### src/rtl/esc_pair_pkg.sv
`timescale 1ns/1ps
// Shared types for the escalation pair receiver.
package esc_pair_pkg;

    // Response sequencer states
    typedef enum logic [1:0] {
        ST_IDLE  = 2'd0,
        ST_PING  = 2'd1,
        ST_ESC   = 2'd2,
        ST_FAULT = 2'd3
    } rx_state_e;

endpackage : esc_pair_pkg

### src/rtl/esc_pair_decode.sv
`timescale 1ns/1ps
// Pair decoder.
// Classifies the incoming two-wire pair into a request and an integrity fault.
// Assumes the inputs are already synchronous to the clock; purely combinational.
module esc_pair_decode (
    input  logic wire_p,
    input  logic wire_n,
    output logic req_o,
    output logic fault_o
);

    // Request only on the one legal asserted encoding; equal wires are a fault.
    always_comb begin
        req_o   = wire_p & ~wire_n;
        fault_o = ~(wire_p ^ wire_n);
    end

endmodule : esc_pair_decode

### src/rtl/esc_pair_hold_detect.sv
`timescale 1ns/1ps
// Held-request detector.
// Raises the escalation flag once a request has been sampled on two
// consecutive edges, so that a one-cycle ping never reaches it.
// Assumes req_i comes from the pair decoder in the same clock domain.
module esc_pair_hold_detect (
    input  logic clk,
    input  logic rst_n,
    input  logic req_i,
    output logic esc_o
);

    logic req_q;

    // Remember the last sampled request and flag two in a row.
    always_ff @(posedge clk) begin
        if (!rst_n) begin
            req_q <= 1'b0;
            esc_o <= 1'b0;
        end else begin
            req_q <= req_i;
            esc_o <= req_i & req_q;
        end
    end

    // an edge without a request clears the flag
    p_flag_needs_req_r9: assert property (@(posedge clk) disable iff (!rst_n)
        !req_i |=> !esc_o);

    // two consecutive requests always raise the flag
    p_flag_on_hold_r9: assert property (@(posedge clk) disable iff (!rst_n)
        (req_i && req_q) |=> esc_o);

endmodule : esc_pair_hold_detect

### src/rtl/esc_pair_resp_fsm.sv
`timescale 1ns/1ps
// Response sequencer.
// Produces the positive response wire and a fault indication from the decoded
// request and fault strobes: a fixed toggle run for a ping, continuous toggling
// for a held escalation, common-mode toggling for an integrity fault.
// Assumes PingCycles >= 1 (an even value ends the ping run low before idle).
module esc_pair_resp_fsm
    import esc_pair_pkg::*;
#(
    parameter int PingCycles = 4
) (
    input  logic clk,
    input  logic rst_n,
    input  logic req_i,
    input  logic fault_i,
    output logic resp_o,
    output logic fault_o
);

    localparam int CntW = (PingCycles > 1) ? $clog2(PingCycles) : 1;
    localparam logic [CntW-1:0] CntTop = CntW'(PingCycles - 1);

    rx_state_e       state_q, state_d;
    logic [CntW-1:0] cnt_q, cnt_d;
    logic            resp_q, resp_d;

    // Next-state and next-response selection.
    always_comb begin
        state_d = state_q;
        cnt_d   = cnt_q;
        resp_d  = resp_q;
        if (fault_i) begin
            state_d = ST_FAULT;
            cnt_d   = '0;
            resp_d  = (state_q == ST_FAULT) ? ~resp_q : 1'b1;
        end else if (req_i) begin
            unique case (state_q)
                ST_PING: begin
                    // second consecutive request toggles; a late one restarts high
                    state_d = ST_ESC;
                    cnt_d   = '0;
                    resp_d  = (cnt_q == CntTop) ? ~resp_q : 1'b1;
                end
                ST_ESC: begin
                    resp_d = ~resp_q;
                end
                default: begin
                    state_d = ST_PING;
                    cnt_d   = CntTop;
                    resp_d  = 1'b1;
                end
            endcase
        end else begin
            if (state_q == ST_PING && cnt_q != '0) begin
                cnt_d  = cnt_q - 1'b1;
                resp_d = ~resp_q;
            end else begin
                state_d = ST_IDLE;
                cnt_d   = '0;
                resp_d  = 1'b0;
            end
        end
    end

    // State, counter and response registers with synchronous reset.
    always_ff @(posedge clk) begin
        if (!rst_n) begin
            state_q <= ST_IDLE;
            cnt_q   <= '0;
            resp_q  <= 1'b0;
        end else begin
            state_q <= state_d;
            cnt_q   <= cnt_d;
            resp_q  <= resp_d;
        end
    end

    // Outputs come straight from flops.
    always_comb begin
        resp_o  = resp_q;
        fault_o = (state_q == ST_FAULT);
    end

    // a ping run keeps alternating while cycles remain
    p_ping_walk_r4: assert property (@(posedge clk) disable iff (!rst_n)
        (state_q == ST_PING && !req_i && !fault_i && cnt_q != '0) |=> resp_q != $past(resp_q));

    // a request late in the ping run restarts the answer high
    p_ping_interrupt_r7: assert property (@(posedge clk) disable iff (!rst_n)
        (state_q == ST_PING && req_i && !fault_i && cnt_q != CntTop) |=> (resp_q && state_q == ST_ESC));

    // a held escalation keeps toggling
    p_esc_toggle_r5: assert property (@(posedge clk) disable iff (!rst_n)
        (state_q == ST_ESC && req_i && !fault_i) |=> resp_q != $past(resp_q));

endmodule : esc_pair_resp_fsm

### src/rtl/esc_pair_receiver.sv
`timescale 1ns/1ps
// Escalation pair receiver (top).
// Decodes the escalation pair, sequences the response pair and raises the
// local escalation flag. The response pair is complementary except while an
// integrity fault is being signalled, when both wires carry the same value.
// Assumes esc_p/esc_n are synchronous to clk.
module esc_pair_receiver #(
    parameter int PingCycles = 4
) (
    input  logic clk,
    input  logic rst_n,
    input  logic esc_p,
    input  logic esc_n,
    output logic resp_p,
    output logic resp_n,
    output logic esc_out
);

    logic req;
    logic fault;
    logic resp_raw;
    logic fault_state;

    esc_pair_decode u_decode (
        .wire_p  (esc_p),
        .wire_n  (esc_n),
        .req_o   (req),
        .fault_o (fault)
    );

    esc_pair_resp_fsm #(
        .PingCycles (PingCycles)
    ) u_resp (
        .clk     (clk),
        .rst_n   (rst_n),
        .req_i   (req),
        .fault_i (fault),
        .resp_o  (resp_raw),
        .fault_o (fault_state)
    );

    esc_pair_hold_detect u_hold (
        .clk   (clk),
        .rst_n (rst_n),
        .req_i (req),
        .esc_o (esc_out)
    );

    // Encode the response pair: complementary normally, common-mode on fault.
    always_comb begin
        resp_p = resp_raw;
        resp_n = fault_state ? resp_raw : ~resp_raw;
    end

    // reset forces the idle response and clears the flag
    p_reset_idle_r1: assert property (@(posedge clk)
        !rst_n |=> (!resp_p && resp_n && !esc_out));

    // a legal input pair yields a complementary response
    p_complement_r3: assert property (@(posedge clk) disable iff (!rst_n)
        (esc_p != esc_n) |=> (resp_p != resp_n));

    // equal input wires yield equal response wires
    p_fault_common_r8: assert property (@(posedge clk) disable iff (!rst_n)
        (esc_p == esc_n) |=> (resp_p == resp_n));

    // an escalation that drops returns the pair to idle one cycle later
    p_drop_idle_r6: assert property (@(posedge clk) disable iff (!rst_n)
        (esc_out && !esc_p && esc_n) |=> (!resp_p && resp_n && !esc_out));

endmodule : esc_pair_receiver

### config.mk
export PLATFORM = sky130hd
export DESIGN_NAME = esc_pair_receiver
export DESIGN_NICKNAME = d
export VERILOG_FILES = /design/src/rtl/esc_pair_pkg.sv /design/src/rtl/esc_pair_decode.sv /design/src/rtl/esc_pair_hold_detect.sv /design/src/rtl/esc_pair_resp_fsm.sv /design/src/rtl/esc_pair_receiver.sv
export SDC_FILE = /design/constraint.sdc
export NUM_CORES = 1
export LEC_CHECK = 0
export BUFFER_PORTS_ARGS = -buffer_cell sky130_fd_sc_hd__buf_2
export CAP_MARGIN = 10
export CORE_AREA = 4 4 41 43
export CTS_CLUSTER_DIAMETER = 120
export CTS_CLUSTER_SIZE = 12
export DETAILED_ROUTE_END_ITERATION = 12
export DIE_AREA = 0 0 45 47
export SYNTH_ARGS = -nofsm -noshare
export SYNTH_HDL_FRONTEND = slang
export SYNTH_SLANG_ARGS = --single-unit
### constraint.sdc
create_clock -name clk -period 1.8 [get_ports clk]
set_input_delay 0.36 -clock clk [delete_from_list [all_inputs] [get_ports clk]]
set_output_delay 0.36 -clock clk [all_outputs]
set_load 0.02 [all_outputs]
=== After elaboration in Yosys (flattened, before gate mapping) ===
Index checks and enable logic that the tools add are counted.

* Memory bits (read-only): 0
* Bits in registers: 7
* Input bits: 4
* Latch bits: 0
* Memories kept: 0
* Output and inout bits: 3
* Word-level logic and storage cells: 36
* Memory bits (writable): 0

* Shifts and indexed selects: 0
* $lt $le $gt $ge: 0
* Muxes and demuxes: 14
* Multiply operators: 0
* Reduce and logical (&&, ||, !) cells: 4
* Equal/unequal tests: 7
* Bitwise gates (word level): 5
* Divide/modulo/power cells: 0
* Add/sub/neg operators: 1

{| class="wikitable"
|+ Operators by type and width
! kind !! count
|-
| $mux 2 || 5
|-
| $pmux 2 s2 || 2
|-
| $eq 2x2->1 const B || 3
|-
| $mux 1 || 6
|-
| $reduce_and 2->1 || 2
|-
| $ne 3x2->1 const B || 1
|-
| $ne 3x3->1 const B || 1
|-
| $and 1x1->1 || 2
|-
| $eq 2x1->1 const B || 1
|-
| $ne 2x2->1 const B || 1
|-
| $not 1->1 || 2
|-
| $pmux 1 s2 || 1
|-
| $reduce_bool 2->1 || 1
|-
| $sub 2x1->2 const B || 1
|-
| $logic_and 1x1->1 || 1
|-
| $xor 1x1->1 || 1
|}

=== Longest topological paths before layout ===
Gate-level depths: netlist (run 1).

* Depth after elaboration: 5
* Gate-level depth with buffers: 6
* Gate-level depth less buffers: 5

=== By module ===
From an unflattened synthesis (run 1), not the netlist that was laid out.

* Cells, all modules: 48
* Area total of the unflattened synthesis: 441.7 um2

{| class="wikitable"
|+ By module, submodules not included
! module !! cells each !! times used !! sequential area each (um2) !! area each (um2)
|-
| esc_pair_resp_fsm || 41 || 1 || 100.1 || 364.1
|-
| esc_pair_hold_detect || 4 || 1 || 40.0 || 52.6
|-
| esc_pair_decode || 2 || 1 || 0.0 || 16.3
|-
| esc_pair_receiver || 1 || 1 || 0.0 || 8.8
|}

=== Worst setup path before layout (run 1) ===
No wires, ideal clock.

* Path type: input to register
* From: input esc_p
* To: register u_resp.state_q[0]
* Cell stages on the path: 5
* Buffers on the path: 0
* Setup time: 0.070 ns
* Required time: 1.730 ns
* Path slack: 0.339 ns
* Arrival time: 1.391 ns
* Cells stage by stage: inv_1 -> ha_1 -> and3b_1 -> or4_1 -> a21boi_1

* Longest elaborated chain between the ends: 3
* Elaborated cells on any way between the ends: 7
* Classes of those cells: 2 x eq/ne; 2 x mux; 2 x bitwise; 1 x reduce/logical

{| class="wikitable"
|+ Ends and longest elaborated chain
! element !! line !! source
|-
| start, declared || esc_pair_receiver.sv:12 || <nowiki>input logic esc_p,</nowiki>
|-
| $xor 1x1->1 / $and 1x1->1 (equally long branches) || esc_pair_decode.sv:15, esc_pair_decode.sv:14 ||
|-
| $ne 3x2->1 (no line) (tied with other cells) || -- ||
|-
| $reduce_and 2->1 (no line) / $mux 2 (equally long branches) || -- ||
|-
| end signal, assigned || esc_pair_resp_fsm.sv:72 || <nowiki>state_q <= state_d;</nowiki>
|-
| end, declared || esc_pair_resp_fsm.sv:23 || <nowiki>rx_state_e state_q, state_d;</nowiki>
|}

Several ways; a longest one is shown, not always the timed one.
A chain may end at the register's enable or synchronous reset.

=== Final worst setup path (run 1) ===
* From: register u_resp.state_q[0]
* To: output resp_n

* Longest elaborated chain between the ends: 2

{| class="wikitable"
|+ Ends and longest elaborated chain
! element !! line !! source
|-
| $eq 2x2->1 || esc_pair_resp_fsm.sv:81 || <nowiki>fault_o = (state_q == ST_FAULT);</nowiki>
|-
| $mux 1 || esc_pair_receiver.sv:52 || <nowiki>resp_n = fault_state ? resp_raw : ~resp_raw;</nowiki>
|-
| end, declared || esc_pair_receiver.sv:15 || <nowiki>output logic resp_n,</nowiki>
|}

Every way passes these cells.

==> reports/results.tsv, run 1 <==
metric	value	unit
crit_slowest_cell	sky130_fd_sc_hd__dfxtp_1	
floorplan.initialDensity	36.2	%
rrSetupSlack	230	ps
synth_edf_count	0	
worst_hold_path_type	input port to flop	
die_area	2120	um2
htree_levels	1	
reg2regPathDepth	5	
routed_wirelength	838	um
r2r-end	u_resp.state_q[0]	
grt_start_max_net_pins	12	
ys_seq_elements	7	
max_fo_critical_path	4	
timing.critical_path.required	1440	ps
min_period_over_period	89.5	%
pin_count	7	
cts_made_buffers	3	
drt-pass1-iter-count	3	
worstSetupEndpointType	output pin	
antenna-diode-count	0	
report.power.total	0.391	mW
arrival_time_of_data_at_the_critical_path_endpoint	1250	ps
achievable-frequency	621	MHz
drc	0	
cell_internal_pwr	0.281	mW
layoutNonFillerInstCount	80	
swShare	28.1	%
tightestPinTransition	146	ps
gp_routability_congestion	0.705	
clock_tree.root_cell	sky130_fd_sc_hd__clkbuf_4	
timing.max_slew.rel_slack	90.1	%
synth-seq-area-share	29.8	%
syn_nets	68	
postPlaceCellArea	523	um2
routed-wl-met2	382	um
vdd_ir_drop_max	0.429	mV
cts_resized	0	
drt_first_iter_violations	11	
area.growth.synth_to_final	16.8	%
critical-path-max-stage-delay	340	ps
placement_rows	13	
via_count	378	
place.detailed.instances	76	
postLayoutSetupSlackWorst	190	ps
max-cap-violations	0	
dp_worst_setup_slack	148	ps
r2r-start	u_resp.state_q[0]	
final_util	42.2	%
seq_area	140	um2
timing_max_transition_violations_final	0	
postSynth.topFlopCell	sky130_fd_sc_hd__dfxtp_1	
groute.usage.overall	10.8	%
setup_repair_after_global_routing_missed_its_margin	false	
fillerInstances	137	
postSynthAreaPerCell	8.55	um2
multiInputGateArea	300	um2
cts.sinks	7	
final_cell_area	549	um2
timing.hold.worst_endpoint	u_resp.resp_o	
timing.setup.critical_path_class	flop to output pin	
die_height	47	um
critical_path.cell_chain	ha_1 -> ha_1 -> inv_1 -> buf_2	
worst_setup_hold_path_clk_slew	50	ps
detailroute.wirelength.met3	43	um
post_synth_most_frequent_cells	sky130_fd_sc_hd__ha_1, sky130_fd_sc_hd__dfxtp_1, sky130_fd_sc_hd__inv_1, sky130_fd_sc_hd__and2_1	
yosys_warnings	0	
fin_crit	1610	ps
detailedPlacementHpwl	671	um
power.clock.fraction	37.3	%
post_synth_instance_area	470	um2
die_w	45	um
final_layout_size_suffix_gt1_share	15.4	%
number_of_antenna_violations_at_the_first_check_in_global_routing	0	
hold_slack	379	ps
most_frequent_cell_after_synthesis	sky130_fd_sc_hd__ha_1	
post_cts_hold_buffer_count	0	
core-area	1300	um2
clock_insertion_delay_worst_skew	260	ps
setup-violations-final	0	
syn_inst	55	
p_leak	0.271	nW
netSwitchingPower	0.110	mW
cellPowerDensity	713	nW/um2
power_frac_comb	18.5	%
p_seq_share	44.2	%
vias_per_cell	4.73	
post_cts_buffers	0	
synth.top_cells.by_area	sky130_fd_sc_hd__dfxtp_1, sky130_fd_sc_hd__ha_1, sky130_fd_sc_hd__and2_1	
ant_nets	0	
hold_path.startpoint	rst_n	
clock_tree.buffer_depth	2	
layout.nets	79	
m1WireLength	375	um
area_share_of_the_largest_cell_type_after_synthesis	29.8	%
sum_neg_setup_slack	0	ps
drt-wirelength-per-cell	10.5	um
synth_top_area_cell	sky130_fd_sc_hd__dfxtp_1	
vias_in_the_first_global_route	360	
synth_cell_types	22	
synth-async-reset-ratio	0	%
globalRouteOverflowTotal	0	
portBuffers	6	
top_layer	met4	
hold_path_depth	3	
timing.clock.skew	9.14	ps
tritoncts	done	
dominant_cell_type_by_count_on_the_critical_path	sky130_fd_sc_hd__ha_1	
wire_length_of_the_first_global_routing_pass	1470	um
final_hold_viol_count	0	
critical_path_source_type	flop	
run_status	completed	
-- worst max path at each step --
| stage | startpoint | cells after the start | to |
|---|---|---|---|
| finish | u_resp.state_q[0] | 4 | resp_n |
| CTS | u_resp.state_q[0] | 4 | resp_n |
| global route | u_resp.state_q[0] | 4 | resp_n |
| detailed placement | esc_p | 6 | u_resp.state_q[0] |
| global placement | esc_p | 6 | u_resp.state_q[0] |
| floorplan | esc_p | 5 | u_resp.state_q[0] |
-- power by group through the flow --
stage / Sequential, mW / Combinational [mW] / Clock (mW)
finish: 0.173 / 0.0722 / 0.146
detailed placement: 0.176 / 0.0729 / 0
floorplan: 0.178 / 0.0474 / 0
global placement: 0.176 / 0.0732 / 0
CTS: 0.173 / 0.0733 / 0.152
global route: 0.174 / 0.0830 / 0.166
-- routing by layer --
metal	global-route usage [%]	up-vias
met4	10.5	0
met1	10.3	163
met5	0	-
li1	-	205
met3	6.90	5
met2	15.8	5
-- sequential cells by signal, indices dropped and copies added, names as in the netlist --
name / flops
u_hold.esc_o: 1
u_hold.req_q: 1
u_resp.cnt_q: 2
u_resp.resp_o: 1
u_resp.state_q: 2
-- cell usage in the layout (no fill, tap or decap) --
cell | Yosys | layout
sky130_fd_sc_hd__or4_1 | 1 | 1
sky130_fd_sc_hd__o31a_1 | 1 | 1
sky130_fd_sc_hd__dfxtp_1 | 7 | 7
sky130_fd_sc_hd__or3_1 | 2 | 2
sky130_fd_sc_hd__clkbuf_1 | 1 | 1
sky130_fd_sc_hd__nand3b_1 | 1 | 1
sky130_fd_sc_hd__or2b_1 | 1 | 1
sky130_fd_sc_hd__ha_1 | 9 | 9
sky130_fd_sc_hd__clkbuf_4 | 0 | 3
sky130_fd_sc_hd__inv_1 | 7 | 7
sky130_fd_sc_hd__o21bai_1 | 1 | 1
sky130_fd_sc_hd__and2_1 | 5 | 5
sky130_fd_sc_hd__a21oi_1 | 3 | 3
sky130_fd_sc_hd__nor2_1 | 1 | 1
sky130_fd_sc_hd__and3_1 | 1 | 1
sky130_fd_sc_hd__and3b_1 | 1 | 1
sky130_fd_sc_hd__o311a_1 | 1 | 1
sky130_fd_sc_hd__nand2_1 | 4 | 4
sky130_fd_sc_hd__nand2b_1 | 1 | 1
sky130_fd_sc_hd__a21boi_1 | 1 | 1
sky130_fd_sc_hd__nor2b_1 | 1 | 1
sky130_fd_sc_hd__buf_2 | 0 | 6
sky130_fd_sc_hd__o21ai_0 | 4 | 4
sky130_fd_sc_hd__a31oi_1 | 1 | 1
sky130_fd_sc_hd__buf_4 | 0 | 1
-- logic make-up after synthesis --
kind of cell | share of synthesized area, %
buf+inv | 6.38
fa+ha+maj | 23.9
simple gates | 23.9
compound gates | 16.0
flops | 29.8
-- final cells by class --
class	instances	area share [%]
Clock buffer	4	4.78
Inverter	7	4.78
Multi-Input combinational cell	40	54.7
Sequential cell	7	25.5
Tap cell	15	3.42
Timing Repair Buffer	7	6.83
-- critical path: cells and delay by family (launching register included) --
family     cells  cell delay [ps]
fa+ha+maj      2              470
flops          1              340
buf+inv        2              200
No activity file was read; power rests on OpenSTA's default activity.
==> run 2, diff against run 1 <==
--- a/config.mk
+++ b/config.mk
@@ -12,6 +12,7 @@
 export CTS_CLUSTER_SIZE = 12
 export DETAILED_ROUTE_END_ITERATION = 12
 export DIE_AREA = 0 0 45 47
+export SETUP_SLACK_MARGIN = 0.4
 export SYNTH_ARGS = -nofsm -noshare
 export SYNTH_HDL_FRONTEND = slang
 export SYNTH_SLANG_ARGS = --single-unit
==> reports/results.tsv, run 2 (synthesized netlist as in run 1, its figures left out) <==
metric	value	unit
hold_slack	380	ps
mostFrequentLayoutCell	sky130_fd_sc_hd__inv_1	
fin_crit	1530	ps
clock_tree.root_cell	sky130_fd_sc_hd__clkbuf_4	
die_height	47	um
placement_rows	13	
final_hold_viol_count	0	
most-common-layout-cells	sky130_fd_sc_hd__inv_1, sky130_fd_sc_hd__buf_2	
area.growth.synth_to_final	26.1	%
run_status	completed	
worstSetupEndpointType	output pin	
timing.clock.skew	10.3	ps
gp_routability_congestion	0.769	
reg.largest.list	u_resp.cnt_q: 2 flops, u_resp.state_q: 2 flops	
final_layout_size_suffix_gt1_share	32.8	%
via_count	389	
drt_first_iter_violations	19	
tritoncts	done	
critical_path.top_delay_family	adder cells	
vias_per_cell	4.92	
post_cts_buffers	0	
multiInputGateArea	338	um2
drt-pass1-iter-count	4	
groute.usage.overall	9.57	%
portBuffers	6	
critical_path_source_type	flop	
htree_levels	1	
setup-violations-final	0	
post_cts_hold_buffer_count	0	
crit_slowest_cell	sky130_fd_sc_hd__dfxtp_4	
critical-path-max-stage-delay	360	ps
netSwitchingPower	0.122	mW
seq_area	146	um2
cell_internal_pwr	0.289	mW
achievable-frequency	655	MHz
dominant_cell_type_by_count_on_the_critical_path	sky130_fd_sc_hd__ha_4	
core-area	1300	um2
power_frac_comb	20.9	%
min_period_over_period	84.8	%
p_seq_share	43.0	%
pin_count	7	
routed_wirelength	850	um
p_leak	0.265	nW
cts_made_buffers	3	
layoutNonFillerInstCount	79	
timing.setup.critical_path_class	flop to output pin	
sum_neg_setup_slack	0	ps
critical_path.cell_chain	ha_4 -> ha_4 -> inv_2 -> buf_6	
drt-wirelength-per-cell	10.8	um
detailedPlacementHpwl	627	um
max_fo_critical_path	4	
vdd_ir_drop_max	0.389	mV
place.detailed.instances	75	
worst_setup_hold_path_clk_slew	60	ps
antenna-diode-count	0	
max-cap-violations	0	
cts.sinks	7	
die_area	2120	um2
timing.critical_path.required	1440	ps
setup_repair_after_global_routing_missed_its_margin	true	
tightestPinTransition	213	ps
clock_insertion_delay_worst_skew	260	ps
ant_nets	0	
swShare	29.6	%
layout.nets	78	
worst_hold_path_type	input port to flop	
path_buf_inv	2	
fillerInstances	134	
arrival_time_of_data_at_the_critical_path_endpoint	1170	ps
vias_in_the_first_global_route	373	
number_of_antenna_violations_at_the_first_check_in_global_routing	0	
die_w	45	um
globalRouteOverflowTotal	0	
timing.max_slew.rel_slack	85.8	%
power.clock.fraction	36.1	%
grt_start_max_net_pins	13	
clock_tree.buffer_depth	2	
cellPowerDensity	692	nW/um2
drc	0	
wire_length_of_the_first_global_routing_pass	1440	um
floorplan.initialDensity	36.2	%
timing_max_transition_violations_final	0	
==> run 2: stage by stage <==
step	setup slack [ps]	instance area, um2	utilization, %	total power, mW
4_1_cts	266	586	45.0	0.414
6_report	274	593	45.6	0.411
5_1_grt	238	593	45.6	0.435
3_3_place_gp	195	526	40.4	0.250
3_5_place_dp	176	526	40.4	0.250
2_1_floorplan	400	480	-	0.227
==> run 2: final timing paths <==
check | from | end | slack, ps | cells past startpoint
setup / recovery | u_resp.state_q[0] | resp_n | 270 | 4
hold / removal | rst_n | u_resp.state_q[1] | 380 | 2
setup reg to reg | u_resp.state_q[1] | u_resp.state_q[0] | 310 | 5
hold reg to reg | u_hold.req_q | u_hold.esc_o | 470 | 1
==> run 2: per-layer routing <==
layer	GRT usage, %	part of all wire (%)
met1	9.59	48
met2	16.9	49
met3	2.30	2.5
met4	7.60	0.47
met5	0	0
==> run 2: power by group through the flow <==
stage                     logic, mW  clock network, mW  registers [mW]
after floorplan              0.0483                  0           0.179
after global placement       0.0729                  0           0.177
after detailed placement     0.0727                  0           0.177
final                        0.0859              0.148           0.177
after global routing         0.0988              0.159           0.178
after CTS                    0.0818              0.155           0.177
==> run 2: final cells by class <==
cell class	instances	share of cell area, %
Inverter	7	4.43
Tap cell	15	3.16
Clock buffer	3	3.80
Timing Repair Buffer	6	6.12
Clock inverter	1	0.844
Multi-Input combinational cell	40	57.0
Sequential cell	7	24.7
==> run 2: repair_timing <==
item | CTS | global route
endpoints found under the setup margin | 3 | 4
cloned | 0 | 0
gates resized for setup | 6 | 4
pin swaps | 1 | 3
